`src/rtl/vram_slot_pkg.sv`:
```
package vram_slot_pkg;
  typedef enum logic [2:0] {
    SLOT_IDLE = 3'd0,
    SLOT_EXT  = 3'd1,
    SLOT_NAME = 3'd2,
    SLOT_PAT  = 3'd3,
    SLOT_SPR  = 3'd4
  } slot_kind_e;
endpackage

```
`src/rtl/vslot_line_ctr.sv`:
```
module vslot_line_ctr #(
  parameter int LINE_PIXELS = 342,
  localparam int PIX_W = $clog2(LINE_PIXELS)
) (
  input  logic             clk_i,
  input  logic             rst_ni,
  output logic [PIX_W-1:0] pix_o,
  output logic             line_start_o
);
  localparam logic [PIX_W-1:0] LAST_PIX = PIX_W'(LINE_PIXELS - 1);

  logic [PIX_W-1:0] pix_q;

  always_ff @(posedge clk_i or negedge rst_ni) begin
    if (!rst_ni)               pix_q <= '0;
    else if (pix_q == LAST_PIX) pix_q <= '0;
    else                       pix_q <= pix_q + 1'b1;
  end

  assign pix_o        = pix_q;
  assign line_start_o = (pix_q == '0);

  assert_pix_wrap_R1: assert property (@(posedge clk_i) disable iff (!rst_ni)
    (pix_q == LAST_PIX) |=> (pix_q == '0));
  assert_pix_range_R1: assert property (@(posedge clk_i) disable iff (!rst_ni)
    pix_q <= LAST_PIX);
endmodule

```
`src/rtl/vslot_decode.sv`:
```
module vslot_decode
  import vram_slot_pkg::*;
#(
  parameter int LINE_PIXELS  = 342,
  parameter int SLOT_PIX     = 4,
  parameter int ACTIVE_SLOTS = 64,
  parameter int GROUP_SLOTS  = 8,
  parameter int EXT_PHASE    = 3,
  parameter int HB_EXT_FIRST = 68,
  parameter int HB_EXT_STEP  = 8,
  localparam int PIX_W      = $clog2(LINE_PIXELS),
  localparam int FULL_SLOTS = LINE_PIXELS / SLOT_PIX
) (
  input  logic             clk_i,
  input  logic             rst_ni,
  input  logic [PIX_W-1:0] pix_i,
  input  logic             active_i,
  output logic             strobe_o,
  output slot_kind_e       type_o
);
  int unsigned pix_u, slot_u, phase_u, grp_u;
  logic        full;

  always_comb begin
    pix_u   = 32'(pix_i);
    slot_u  = pix_u / SLOT_PIX;
    phase_u = pix_u % SLOT_PIX;
    grp_u   = slot_u % GROUP_SLOTS;
    full    = (slot_u < FULL_SLOTS);
    strobe_o = full && (phase_u == 0);
    if (!full)
      type_o = SLOT_IDLE;
    else if (!active_i)
      type_o = SLOT_EXT;
    else if (slot_u < ACTIVE_SLOTS) begin
      if (grp_u == EXT_PHASE)              type_o = SLOT_EXT;
      else if (grp_u == 0)                 type_o = SLOT_NAME;
      else if (grp_u >= GROUP_SLOTS - 2)   type_o = SLOT_SPR;
      else                                 type_o = SLOT_PAT;
    end else if (slot_u >= HB_EXT_FIRST &&
                 ((slot_u - HB_EXT_FIRST) % HB_EXT_STEP) == 0)
      type_o = SLOT_EXT;
    else
      type_o = SLOT_SPR;
  end

  assert_partial_idle_R2: assert property (@(posedge clk_i) disable iff (!rst_ni)
    (32'(pix_i) >= FULL_SLOTS * SLOT_PIX) |-> (!strobe_o && type_o == SLOT_IDLE));
  assert_blank_all_ext_R5: assert property (@(posedge clk_i) disable iff (!rst_ni)
    (!active_i && strobe_o) |-> (type_o == SLOT_EXT));
endmodule

```
`src/rtl/vslot_wr_buf.sv`:
```
module vslot_wr_buf #(
  parameter int ADDR_W = 14,
  parameter int DATA_W = 8
) (
  input  logic              clk_i,
  input  logic              rst_ni,
  input  logic              ext_i,
  input  logic              wr_i,
  input  logic [ADDR_W-1:0] addr_i,
  input  logic [DATA_W-1:0] data_i,
  output logic              busy_o,
  output logic              ack_o,
  output logic              mem_we_o,
  output logic [ADDR_W-1:0] mem_addr_o,
  output logic [DATA_W-1:0] mem_wdata_o
);
  logic              pend_q, we_q;
  logic [ADDR_W-1:0] addr_q, maddr_q;
  logic [DATA_W-1:0] data_q, mdata_q;
  logic              accept, commit;

  assign accept = wr_i && !pend_q;
  assign commit = pend_q && ext_i;

  always_ff @(posedge clk_i or negedge rst_ni) begin
    if (!rst_ni) begin
      pend_q  <= 1'b0;
      we_q    <= 1'b0;
      addr_q  <= '0;
      data_q  <= '0;
      maddr_q <= '0;
      mdata_q <= '0;
    end else begin
      we_q <= commit;
      if (accept) begin
        pend_q <= 1'b1;
        addr_q <= addr_i;
        data_q <= data_i;
      end else if (commit) begin
        pend_q  <= 1'b0;
        maddr_q <= addr_q;
        mdata_q <= data_q;
      end
    end
  end

  assign busy_o      = pend_q;
  assign ack_o       = we_q;
  assign mem_we_o    = we_q;
  assign mem_addr_o  = maddr_q;
  assign mem_wdata_o = mdata_q;

  assert_accept_busy_R8: assert property (@(posedge clk_i) disable iff (!rst_ni)
    (wr_i && !busy_o) |=> busy_o);
  assert_hold_to_slot_R9: assert property (@(posedge clk_i) disable iff (!rst_ni)
    (busy_o && !ext_i) |=> (busy_o && !mem_we_o));
  assert_commit_at_slot_R9: assert property (@(posedge clk_i) disable iff (!rst_ni)
    (busy_o && ext_i) |=> (mem_we_o && !busy_o));
  assert_stall_keeps_R10: assert property (@(posedge clk_i) disable iff (!rst_ni)
    busy_o |=> ($stable(addr_q) && $stable(data_q)));
endmodule

```
`src/rtl/vram_slot_arb.sv`:
```
module vram_slot_arb
  import vram_slot_pkg::*;
#(
  parameter int LINE_PIXELS = 342,
  parameter int SLOT_PIX    = 4,
  parameter int ADDR_W      = 14,
  parameter int DATA_W      = 8,
  parameter int MAX_GAP     = 39,
  localparam int PIX_W = $clog2(LINE_PIXELS),
  localparam int GAP_W = $clog2(LINE_PIXELS + 1)
) (
  input  logic              clk_i,
  input  logic              rst_ni,
  input  logic              display_en_i,
  input  logic              vblank_i,
  input  logic              cpu_wr_i,
  input  logic [ADDR_W-1:0] cpu_addr_i,
  input  logic [DATA_W-1:0] cpu_data_i,
  output logic              cpu_busy_o,
  output logic              cpu_ack_o,
  output logic              line_start_o,
  output logic              slot_strobe_o,
  output logic [2:0]        slot_type_o,
  output logic              ext_slot_o,
  output logic              ren_grant_o,
  output logic              mem_we_o,
  output logic [ADDR_W-1:0] mem_addr_o,
  output logic [DATA_W-1:0] mem_wdata_o
);
  logic [PIX_W-1:0] pix;
  logic             strobe;
  slot_kind_e       kind;
  logic             active;

  assign active = display_en_i && !vblank_i;

  vslot_line_ctr #(.LINE_PIXELS(LINE_PIXELS)) u_ctr (
    .clk_i(clk_i), .rst_ni(rst_ni), .pix_o(pix), .line_start_o(line_start_o));

  vslot_decode #(.LINE_PIXELS(LINE_PIXELS), .SLOT_PIX(SLOT_PIX)) u_dec (
    .clk_i(clk_i), .rst_ni(rst_ni), .pix_i(pix), .active_i(active),
    .strobe_o(strobe), .type_o(kind));

  assign slot_strobe_o = strobe;
  assign slot_type_o   = kind;
  assign ext_slot_o    = strobe && (kind == SLOT_EXT);
  assign ren_grant_o   = strobe && (kind != SLOT_EXT) && (kind != SLOT_IDLE);

  vslot_wr_buf #(.ADDR_W(ADDR_W), .DATA_W(DATA_W)) u_buf (
    .clk_i(clk_i), .rst_ni(rst_ni), .ext_i(ext_slot_o),
    .wr_i(cpu_wr_i), .addr_i(cpu_addr_i), .data_i(cpu_data_i),
    .busy_o(cpu_busy_o), .ack_o(cpu_ack_o), .mem_we_o(mem_we_o),
    .mem_addr_o(mem_addr_o), .mem_wdata_o(mem_wdata_o));

  // cycles since the previous external strobe, saturating
  logic [GAP_W-1:0] gap_q;
  always_ff @(posedge clk_i or negedge rst_ni) begin
    if (!rst_ni)                         gap_q <= '0;
    else if (ext_slot_o)                 gap_q <= GAP_W'(1);
    else if (gap_q != GAP_W'(LINE_PIXELS)) gap_q <= gap_q + 1'b1;
  end

  assert_ext_gap_R4: assert property (@(posedge clk_i) disable iff (!rst_ni)
    ext_slot_o |-> (32'(gap_q) <= MAX_GAP));
  assert_grant_excl_R7: assert property (@(posedge clk_i) disable iff (!rst_ni)
    !(ext_slot_o && ren_grant_o));
endmodule

```
`config.mk`:
```
export PLATFORM = sky130hd
export DESIGN_NAME = vram_slot_arb
export DESIGN_NICKNAME = d
export VERILOG_FILES = /design/src/rtl/vram_slot_pkg.sv /design/src/rtl/vslot_line_ctr.sv /design/src/rtl/vslot_decode.sv /design/src/rtl/vslot_wr_buf.sv /design/src/rtl/vram_slot_arb.sv
export SDC_FILE = /design/constraint.sdc
export NUM_CORES = 1
export LEC_CHECK = 0
export BUFFER_PORTS_ARGS = -buffer_cell sky130_fd_sc_hd__buf_2
export CAP_MARGIN = 10
export CORE_AREA = 2 2 73 75
export DETAILED_ROUTE_END_ITERATION = 10
export DIE_AREA = 0 0 75 77
export PLACE_DENSITY = 0.78
export SYNTH_ARGS = -nofsm -noshare
export SYNTH_HDL_FRONTEND = slang
export SYNTH_SLANG_ARGS = --single-unit
```
`constraint.sdc`:
```
create_clock -name clk_i -period 3.6 [get_ports clk_i]
set_input_delay 0 -clock clk_i [delete_from_list [all_inputs] [get_ports clk_i]]
set_output_delay 0 -clock clk_i [all_outputs]
set_load 0.05 [all_outputs]
```
==> flow_summary.json, run 1 <==
{
  "crit_fanout": 24,
  "p_sw_share_pct": 31.7,
  "drt_iter0_markers": 69,
  "synthDistinctLibCells": 35,
  "finalWorstSetupSlack_ps": 1290,
  "nets": 281,
  "vdd_drop_max_mv": 0.314,
  "p_comb_share_pct": 26.9,
  "layout_min_cycle_time_ps": 2310,
  "die_area_sq_mm": 0.00578,
  "dp_worst_setup_slack_ps": 1280,
  "maxSlewViolCount": 0,
  "worst_r2r_endpoint": "u_buf.mem_addr_o[0]",
  "fmax_mhz": 433,
  "ys_async_sr_fraction_pct": 100,
  "wire_per_inst_microns": 13.9,
  "synthesis.area_sq_mm": 0.00242,
  "fin_tns_setup_ps": 0,
  "clk_latency_ps": 310,
  "syn_inst": 171,
  "drc": 0,
  "place_area_sq_mm": 0.00275,
  "tightest_slew_ps": 1150,
  "antenna_found_initial": 0,
  "clock_sinks": 55,
  "synth_area_leader_cell": "dfrtp_1",
  "final_util_pct": 62.9,
  "hold_viol": 0,
  "grt.total_usage_pct": 16.6,
  "crit_path_end_kind": "register",
  "initial_core_util_pct": 48.7,
  "num_vias": 1589,
  "first_pass_iters": 4,
  "grt_max_degree": 56,
  "critical_path.startpoint_type": "register",
  "ios": 59,
  "rsz0062_at_grt": "false",
  "status": "completed",
  "cts_tree": "yes",
  "synth_area_leaders": "dfrtp_1 57%, mux2_2 12%, mux2_4 11%, ha_1 1.5%, o21a_1 1.5%",
  "htreeDepth": 2,
  "drv_cap": 0,
  "max-clock-path-buffers": 2,
  "synth_edf_count": 0,
  "ys_ff_latch": 55,
  "synth_top_flop_cell": "dfrtp_1",
  "cts_resized": 0,
  "synth_seq_area_share_pct": 56.8,
  "port_buffers": 58,
  "dp.cells": 290,
  "seqPwrFrac_pct": 45.3,
  "cell_internal_pwr_mw": 1.17,
  "grt_pass1_wl_mm": 7.29,
  "syn_to_final_growth_pct": 29.1,
  "avgSynthCellArea_sq_um": 14.2,
  "drive_gt1_share_pct": 47.2,
  "dpl.hpwl_mm": 2.86,
  "hold_class": "in2async",
  "finalCritPeriodShare_pct": 64.2,
  "instances_no_fill": 322,
  "finalInstanceArea_sq_mm": 0.00313,
  "routed_wl_mm": 4.48,
  "die_y_microns": 77,
  "netlist.area_leader.share_pct": 56.8,
  "rrSetupSlack_ps": 1290,
  "antenna_cells": 0,
  "setup_viol": 0,
  "r2r-start": "u_ctr.pix_o[3]",
  "viasPerCell": 4.93,
  "pwr_density_cell_mw_per_mm2": 545,
  "cts_buffers": 5,
  "p_clk_share_pct": 27.8,
  "clk_pin_slew_ps": 100,
  "ant_nets": 0,
  "routabilityCongestion": 0.803,
  "grt_pass1_vias": 1600,
  "cellLeakagePower_nw": 1.48,
  "grt-ovfl-total": 0,
  "relSlewSlack_pct": 23.3,
  "arrival_ps": 2510,
  "power_switching_mw": 0.540,
  "yosys-top-cells-count": "55 x dfrtp_1, 26 x mux2_2, 18 x mux2_4",
  "yosysMostFrequentCell": "dfrtp_1",
  "synthesis.nets": 201,
  "finalPower_mw": 1.71,
  "cts_root_buf": "clkbuf_8",
  "yosysWarnings": 0,
  "r2r_cells": 4,
  "skew_ps": 7.65,
  "fp.dieW_microns": 75,
  "core_sq_mm": 0.00498,
  "critical_path_class": "reg2reg",
  "worstPathRequired_ps": 3800,
  "fin_hold_ws_ps": 335,
  "rows": 26
}
==> worst max path at each step <==
| stage | from | end | slack [ps] |
|---|---|---|---|
| 6_report | u_ctr.pix_o[3] | u_buf.mem_addr_o[0] | 1290 |
| 5_1_grt | u_ctr.pix_o[3] | u_buf.mem_addr_o[0] | 1150 |
| 4_1_cts | u_ctr.pix_o[3] | u_buf.mem_addr_o[1] | 1270 |
| 3_5_place_dp | u_ctr.pix_o[3] | u_buf.mem_addr_o[1] | 1280 |
| 3_3_place_gp | u_ctr.pix_o[3] | u_buf.mem_addr_o[0] | 1350 |
| 2_1_floorplan | u_ctr.pix_o[3] | slot_type_o[2] | 80 |
==> cell usage in the layout (no fill, tap or decap), types with 2 or more instances in the layout <==
master	synthesis	layout
dfrtp_1	55	55
inv_1	4	4
a21oi_1	4	4
nand3_1	3	3
mux2_4	18	18
clkbuf_8	0	5
nor2_1	8	8
or3_1	2	2
o21a_1	5	5
buf_2	3	58
bufinv_16	0	2
xor2_1	3	3
nor3_1	4	4
xnor2_1	3	3
ha_1	3	3
nand2_1	5	5
mux2_2	26	26
dlygate4sd3_1	0	24
==> per-layer routing <==
metal / up-vias / global-route usage (%) / routed length, microns / share of wire [%]
met1: 789 / 21.1 / 2010 / 45
li1: 757 / - / - / -
met4: 0 / 7.14 / 98 / 2.2
met3: 9 / 3.15 / 134 / 3.0
met2: 34 / 27.2 / 2230 / 50
met5: - / 0 / 0 / 0
==> cell families (layout without fill, tap and decap cells) <==
family,Yosys count,in the layout,synth area share (%)
simple gates,32,32,7.02
buf+inv,14,95,3.10
xor+xnor,6,6,2.17
flops,55,55,56.8
mux,44,44,23.2
fa+ha+maj,3,3,1.55
compound gates,17,17,6.19
==> flip-flops by register name (all words and copies together) (netlist names) <==
register           cells
u_buf.addr_q          14
u_buf.busy_o           1
u_buf.ack_o            1
u_ctr.pix_o            9
u_buf.mem_wdata_o      8
u_buf.mem_addr_o      14
u_buf.data_q           8
==> critical path, stage by stage, from the launching register on <==
cell and delay [ps]:
dfrtp_1 510, nor2_1 150, a31o_2 290, o211ai_4 830, mux2_2 420
==> repair_timing <==
action,in CTS,in global routing
buffers inserted,0,0
setup endpoints to repair,0,0
endpoints found under the hold margin,78,0
hold buffers,24,0
==> power by group through the flow <==
stage	Combinational, mW	Sequential [mW]	Clock (mW)
finish	0.459	0.774	0.474
floorplan	0.132	0.981	0
detailed placement	0.442	0.786	0
global placement	0.433	0.781	0
global route	0.481	0.788	0.512
CTS	0.462	0.775	0.485
==> cell type report <==
class | instances | area [sq um]
clock buffer | 5 | 68.8
clock inverter | 3 | 67.6
fill | 392 | 1850
inverter | 4 | 15.0
multi-input combinational | 102 | 976
sequential | 55 | 1380
tap | 70 | 87.6
timing repair buffer | 83 | 538
Power figures use the tool's default switching activity.
==> run 2, diff against run 1 <==
ABC_AREA = 1   (was unset)
CORE_AREA = 2 2 74 76   (was 2 2 73 75)
DIE_AREA = 0 0 76 78   (was 0 0 75 77)
PLACE_DENSITY = 0.77   (was 0.78)
clock period = 2.2 ns   (was 3.6 ns; I/O delays follow)
==> flow_summary.json, run 2 <==
{
  "status": "completed",
  "ys_ff_latch": 55,
  "crit_chain": "inv_1 -> ha_1 -> nand3_2 -> nor2_4 -> nand2_1 -> inv_1 -> buf_2",
  "critical_path_class": "reg2out",
  "rows": 26,
  "synth_area_leaders": "dfrtp_1 56%, mux2_2 10%, nand2_1 7.3%, nand4_1 5.8%, nand2_2 3.8%",
  "ys_async_sr_fraction_pct": 100,
  "num_vias": 1898,
  "core_sq_mm": 0.00504,
  "grt-ovfl-total": 0,
  "finalCritPeriodShare_pct": 87.7,
  "synthesis.nets": 262,
  "clk_latency_ps": 320,
  "crit_path_end_kind": "output port",
  "grt_max_degree": 30,
  "grt.total_usage_pct": 18.1,
  "setup_viol": 0,
  "hold_viol": 0,
  "crit_top_cell": "inv_1",
  "die_area_sq_mm": 0.00593,
  "crit_fanout": 16,
  "final_common_cell": "buf_2",
  "antenna_found_initial": 0,
  "p_sw_share_pct": 36.1,
  "worst_r2r_endpoint": "u_buf.mem_wdata_o[2]",
  "grt_pass1_wl_mm": 8.68,
  "clock_sinks": 55,
  "synth_edf_count": 0,
  "syn_inst": 232,
  "final_cell_mix": "58 x buf_2, 55 x dfrtp_1, 48 x nand2_1",
  "grt_pass1_vias": 1889,
  "synth_top_flop_cell": "dfrtp_1",
  "relSlewSlack_pct": 73.7,
  "skew_ps": 12.7,
  "ctsHoldBuffers": 24,
  "ant_nets": 0,
  "tightest_slew_ps": 394,
  "cts_tree": "yes",
  "rsz0062_at_grt": "false",
  "p_comb_share_pct": 26.6,
  "synth_area_leader_cell": "dfrtp_1",
  "drv_cap": 0,
  "dp_worst_setup_slack_ps": 306,
  "dpl.hpwl_mm": 3.54,
  "rrSetupSlack_ps": 290,
  "routabilityCongestion": 0.829,
  "fp.dieW_microns": 76,
  "viasPerCell": 4.92,
  "cts_resized": 0,
  "synthesis.area_sq_mm": 0.00247,
  "crit_family": "simple AND/OR/NAND/NOR gates",
  "drt_iter0_markers": 64,
  "max-clock-path-buffers": 2,
  "layout_min_cycle_time_ps": 1930,
  "avgSynthCellArea_sq_um": 10.6,
  "htreeDepth": 2,
  "r2r-start": "u_ctr.pix_o[0]",
  "finalPower_mw": 2.52,
  "netlist.area_leader.share_pct": 55.8,
  "pwr_density_cell_mw_per_mm2": 799,
  "maxSlewViolCount": 0,
  "cts_root_buf": "clkbuf_8",
  "cts_buffers": 5,
  "p_clk_share_pct": 23.2,
  "first_pass_iters": 4,
  "yosysWarnings": 0,
  "finalWorstSetupSlack_ps": 270,
  "syn_to_final_growth_pct": 27.5,
  "synth_seq_area_share_pct": 55.8,
  "die_y_microns": 78,
  "arrival_ps": 1930,
  "cp_slowest_cell": "dfrtp_1",
  "routed_wl_mm": 5.06,
  "yosys-top-cells-count": "55 x dfrtp_1, 48 x nand2_1, 23 x nand4_1",
  "hold_class": "in2async",
  "initial_core_util_pct": 49.0,
  "nets": 345,
  "cellLeakagePower_nw": 1.55,
  "cell_internal_pwr_mw": 1.61,
  "fin_tns_setup_ps": 0,
  "vdd_drop_max_mv": 0.431,
  "r2r_cells": 7,
  "drive_gt1_share_pct": 38.0,
  "path_buf_inv": 3,
  "post-cts-setup-buffer-count": 0,
  "worstPathRequired_ps": 2200,
  "fmax_mhz": 518,
  "antenna_cells": 0,
  "ios": 59,
  "power_switching_mw": 0.908,
  "critical_path.startpoint_type": "register",
  "drc": 0,
  "seqPwrFrac_pct": 50.1,
  "synthDistinctLibCells": 27,
  "wire_per_inst_microns": 13.1,
  "port_buffers": 58,
  "cp-startpoint": "u_ctr.pix_o[0]",
  "yosysMostFrequentCell": "dfrtp_1",
  "max_stage_delay_ps": 450,
  "clk_pin_slew_ps": 110
}
[run 2: cell count changes in the layout (fill, tap and decap cells not counted), moves of 3 or more]
cell / previous run / this run
buf_4: 1 / 6
inv_1: 4 / 13
mux2_2: 26 / 22
mux2_4: 18 / 0
nand2_1: 5 / 48
nand2_2: 0 / 15
nand4_1: 0 / 23
nor2_1: 8 / 14
nor2_4: 0 / 3
o21a_1: 5 / 1
xnor2_1: 3 / 0
[run 2: worst max-delay path by stage]
| stage | end | slack, ps | cells after the start |
|---|---|---|---|
| 2_1_floorplan | line_start_o | 40 | 4 |
| 3_3_place_gp | u_buf.busy_o | 360 | 8 |
| 3_5_place_dp | u_buf.busy_o | 310 | 7 |
| 4_1_cts | ext_slot_o | 250 | 7 |
| 5_1_grt | u_buf.mem_wdata_o[3] | 100 | 8 |
| 6_report | ext_slot_o | 270 | 7 |
[run 2: final cells by class]
type	instances	area (sq um)
Sequential cell	55	1380
Multi-Input combinational cell	150	956
Clock buffer	5	68.8
Tap cell	70	87.6
Fill cell	398	1890
Clock inverter	3	27.5
Timing Repair Buffer	88	576
Inverter	15	56.3
[run 2: power by group through the flow]
stage	Combinational, mW	Sequential [mW]	Clock [mW]
floorplan	0.178	1.56	0
global placement	0.629	1.28	0
detailed placement	0.644	1.28	0
CTS	0.677	1.26	0.606
global route	0.713	1.28	0.648
finish	0.670	1.26	0.585
[run 2: worst reg2reg max path, cell delays in order, from the launching register on]
cell and delay, ps:
dfrtp_1 450, inv_1 80, ha_1 210, nand3_2 140, nor2_4 340, nand3_4 360, nand2_1 160, nand2_1 70
[run 2: per-layer routing]
metal	wire length (microns)	part of all wire, %	vias up	global-route usage [%]
met5	0	0	-	0
met4	68	1.3	0	6.00
met3	233	4.6	9	3.37
met2	2390	47	51	30.6
met1	2370	47	904	23.8
li1	-	-	934	-
[run 2: kinds of logic (layout without fill, tap and decap cells)]
| family | count (synthesis) | count (layout) | synth area share, % |
|---|---|---|---|
| AND/OR/NAND/NOR | 120 | 120 | 25.7 |
| buffers and inverters | 27 | 111 | 5.52 |
| AO/OA/AOI/OAI | 3 | 3 | 0.710 |
| flip-flops | 55 | 55 | 55.8 |
| multiplexers | 22 | 22 | 10.0 |
| XOR/XNOR | 2 | 2 | 0.710 |
| adder cells (fa/ha/maj) | 3 | 3 | 1.52 |
[run 2: through the flow]
stage          cell area [sq um]  hold WS (ps)  utilization [%]  instances
2_1_floorplan               2470          -296                -        232
6_report                    3150           207             62.4        386
4_1_cts                     3150           211             62.4        386
3_5_place_dp                2810          23.9             55.8        354
5_1_grt                     3150           246             62.4        386
3_3_place_gp                2810          20.7             55.8        354
==> run 3, diff against run 2 <==
GPL_TIMING_DRIVEN = 0   (was unset)
clock period = 2.5 ns   (was 2.2 ns; I/O delays follow)
==> flow_summary.json, run 3 (synthesis gave the netlist of run 2 again) <==
{
  "rrSetupSlack_ps": 770,
  "routed_wl_mm": 5.11,
  "post-cts-setup-buffer-count": 0,
  "critical_path.startpoint_type": "register",
  "core_sq_mm": 0.00504,
  "layout_min_cycle_time_ps": 2040,
  "cts_resized": 0,
  "cts_tree": "yes",
  "nets": 352,
  "max-clock-path-buffers": 2,
  "dp.cells": 360,
  "cts_root_buf": "clkbuf_8",
  "fmax_mhz": 489,
  "clk_pin_slew_ps": 90,
  "fin_tns_setup_ps": 0,
  "crit_path_end_kind": "output port",
  "first_pass_iters": 4,
  "initial_core_util_pct": 49.0,
  "rows": 26,
  "instances_no_fill": 393,
  "r2r-start": "u_ctr.pix_o[1]",
  "worst_r2r_endpoint": "u_ctr.pix_o[4]",
  "clk_latency_ps": 310,
  "hold_viol": 0,
  "antenna_cells": 0,
  "ios": 59,
  "num_vias": 1896,
  "wire_per_inst_microns": 13.0,
  "setup_viol": 0,
  "dpl.hpwl_mm": 3.47,
  "fp.dieW_microns": 76,
  "dp_worst_setup_slack_ps": 789,
  "drt_iter0_markers": 69,
  "seqCellArea_sq_mm": 0.00138,
  "drv_cap": 0,
  "tightest_slew_ps": 842,
  "rsz0062_at_grt": "false",
  "grt_pass1_vias": 1893,
  "final_common_cell": "buf_2",
  "ctsHoldBuffers": 24,
  "grt.total_usage_pct": 18.3,
  "arrival_ps": 2040,
  "maxSlewViolCount": 0,
  "grt_max_degree": 56,
  "finalWorstSetupSlack_ps": 455,
  "syn_to_final_growth_pct": 30.4,
  "ant_nets": 0,
  "crit_chain": "nor2_2 -> nor2_1 -> nand2_1 -> nand3_2 -> nor2_4 -> buf_2 -> nand2_1 -> inv_1 -> buf_2",
  "max_stage_delay_ps": 460,
  "clock_sinks": 55,
  "grt-ovfl-total": 0,
  "drc": 0,
  "htreeDepth": 2,
  "die_area_sq_mm": 0.00593,
  "relSlewSlack_pct": 43.4,
  "drive_gt1_share_pct": 38.4,
  "cp_slowest_cell": "dfrtp_1",
  "cellLeakagePower_nw": 1.59,
  "antenna_found_initial": 0,
  "fillCellCount": 413,
  "port_buffers": 58,
  "skew_ps": 2.35,
  "r2r_cells": 6,
  "critical_path_class": "reg2out",
  "cts_buffers": 5,
  "hold_class": "in2async",
  "grt_pass1_wl_mm": 8.58,
  "final_cell_mix": "64 x buf_2, 55 x dfrtp_1, 48 x nand2_1",
  "crit_fanout": 10,
  "status": "completed",
  "viasPerCell": 4.82,
  "worstPathRequired_ps": 2500,
  "die_y_microns": 78,
  "pwr_density_cell_mw_per_mm2": 709,
  "finalCritPeriodShare_pct": 81.8,
  "vdd_drop_max_mv": 0.415,
  "routabilityCongestion": 0.822,
  "multi_input_area_sq_um": 956
}
==> run 3: cell types whose count changed in the layout (fill, tap and decap cells not counted), sizes merged <==
| cell | previous run | this run |
|---|---|---|
| buf | 64 | 68 |
| bufinv | 0 | 1 |
| clkbuf | 5 | 8 |
| clkinv | 0 | 2 |
| clkinvlp | 1 | 0 |
| inv | 17 | 15 |
==> run 3: worst max-delay path by stage <==
stage,from,end,slack (ps)
3_3_place_gp,u_ctr.pix_o[2],ext_slot_o,800
4_1_cts,u_ctr.pix_o[2],ext_slot_o,450
2_1_floorplan,u_ctr.pix_o[0],line_start_o,340
5_1_grt,u_ctr.pix_o[2],ext_slot_o,260
6_report,u_ctr.pix_o[2],ext_slot_o,460
3_5_place_dp,u_ctr.pix_o[1],u_ctr.pix_o[4],790
==> run 3: routing by layer <==
layer | GRT usage, % | share of wire [%] | routed length (microns)
met2 | 30.7 | 50 | 2560
met5 | 0 | 0 | 0
met1 | 24.3 | 45 | 2280
met4 | 4.36 | 0.96 | 49
met3 | 4.42 | 4.2 | 216
==> run 3: layout make-up <==
cell class / instances / share of cell area (%)
Buffer: 12 / 2.49
Clock buffer: 5 / 2.14
Clock inverter: 3 / 1.36
Inverter: 15 / 1.75
Multi-Input combinational cell: 150 / 29.7
Sequential cell: 55 / 42.8
Tap cell: 70 / 2.72
Timing Repair Buffer: 83 / 17.1
==> run 3: stage by stage <==
step	hold slack (ps)	power [mW]	util, %	instance area, sq um
global route	128	2.39	63.8	3220
CTS	333	2.30	63.4	3200
floorplan	-296	1.53	-	2470
global placement	232	1.67	56.5	2850
finish	109	2.28	63.8	3220
detailed placement	235	1.69	56.5	2850
==> run 3: worst max-delay path: cells and delay by family, from the launching register on <==
| kind | cells | cell delay [ps] |
|---|---|---|
| simple gates | 6 | 720 |
| flops | 1 | 460 |
| buf+inv | 3 | 550 |
==> run 3: report_power, final <==
group,internal [mW],switching [mW]
combinational,0.186,0.412
clock,0.298,0.287
sequential,1.02,0.0728
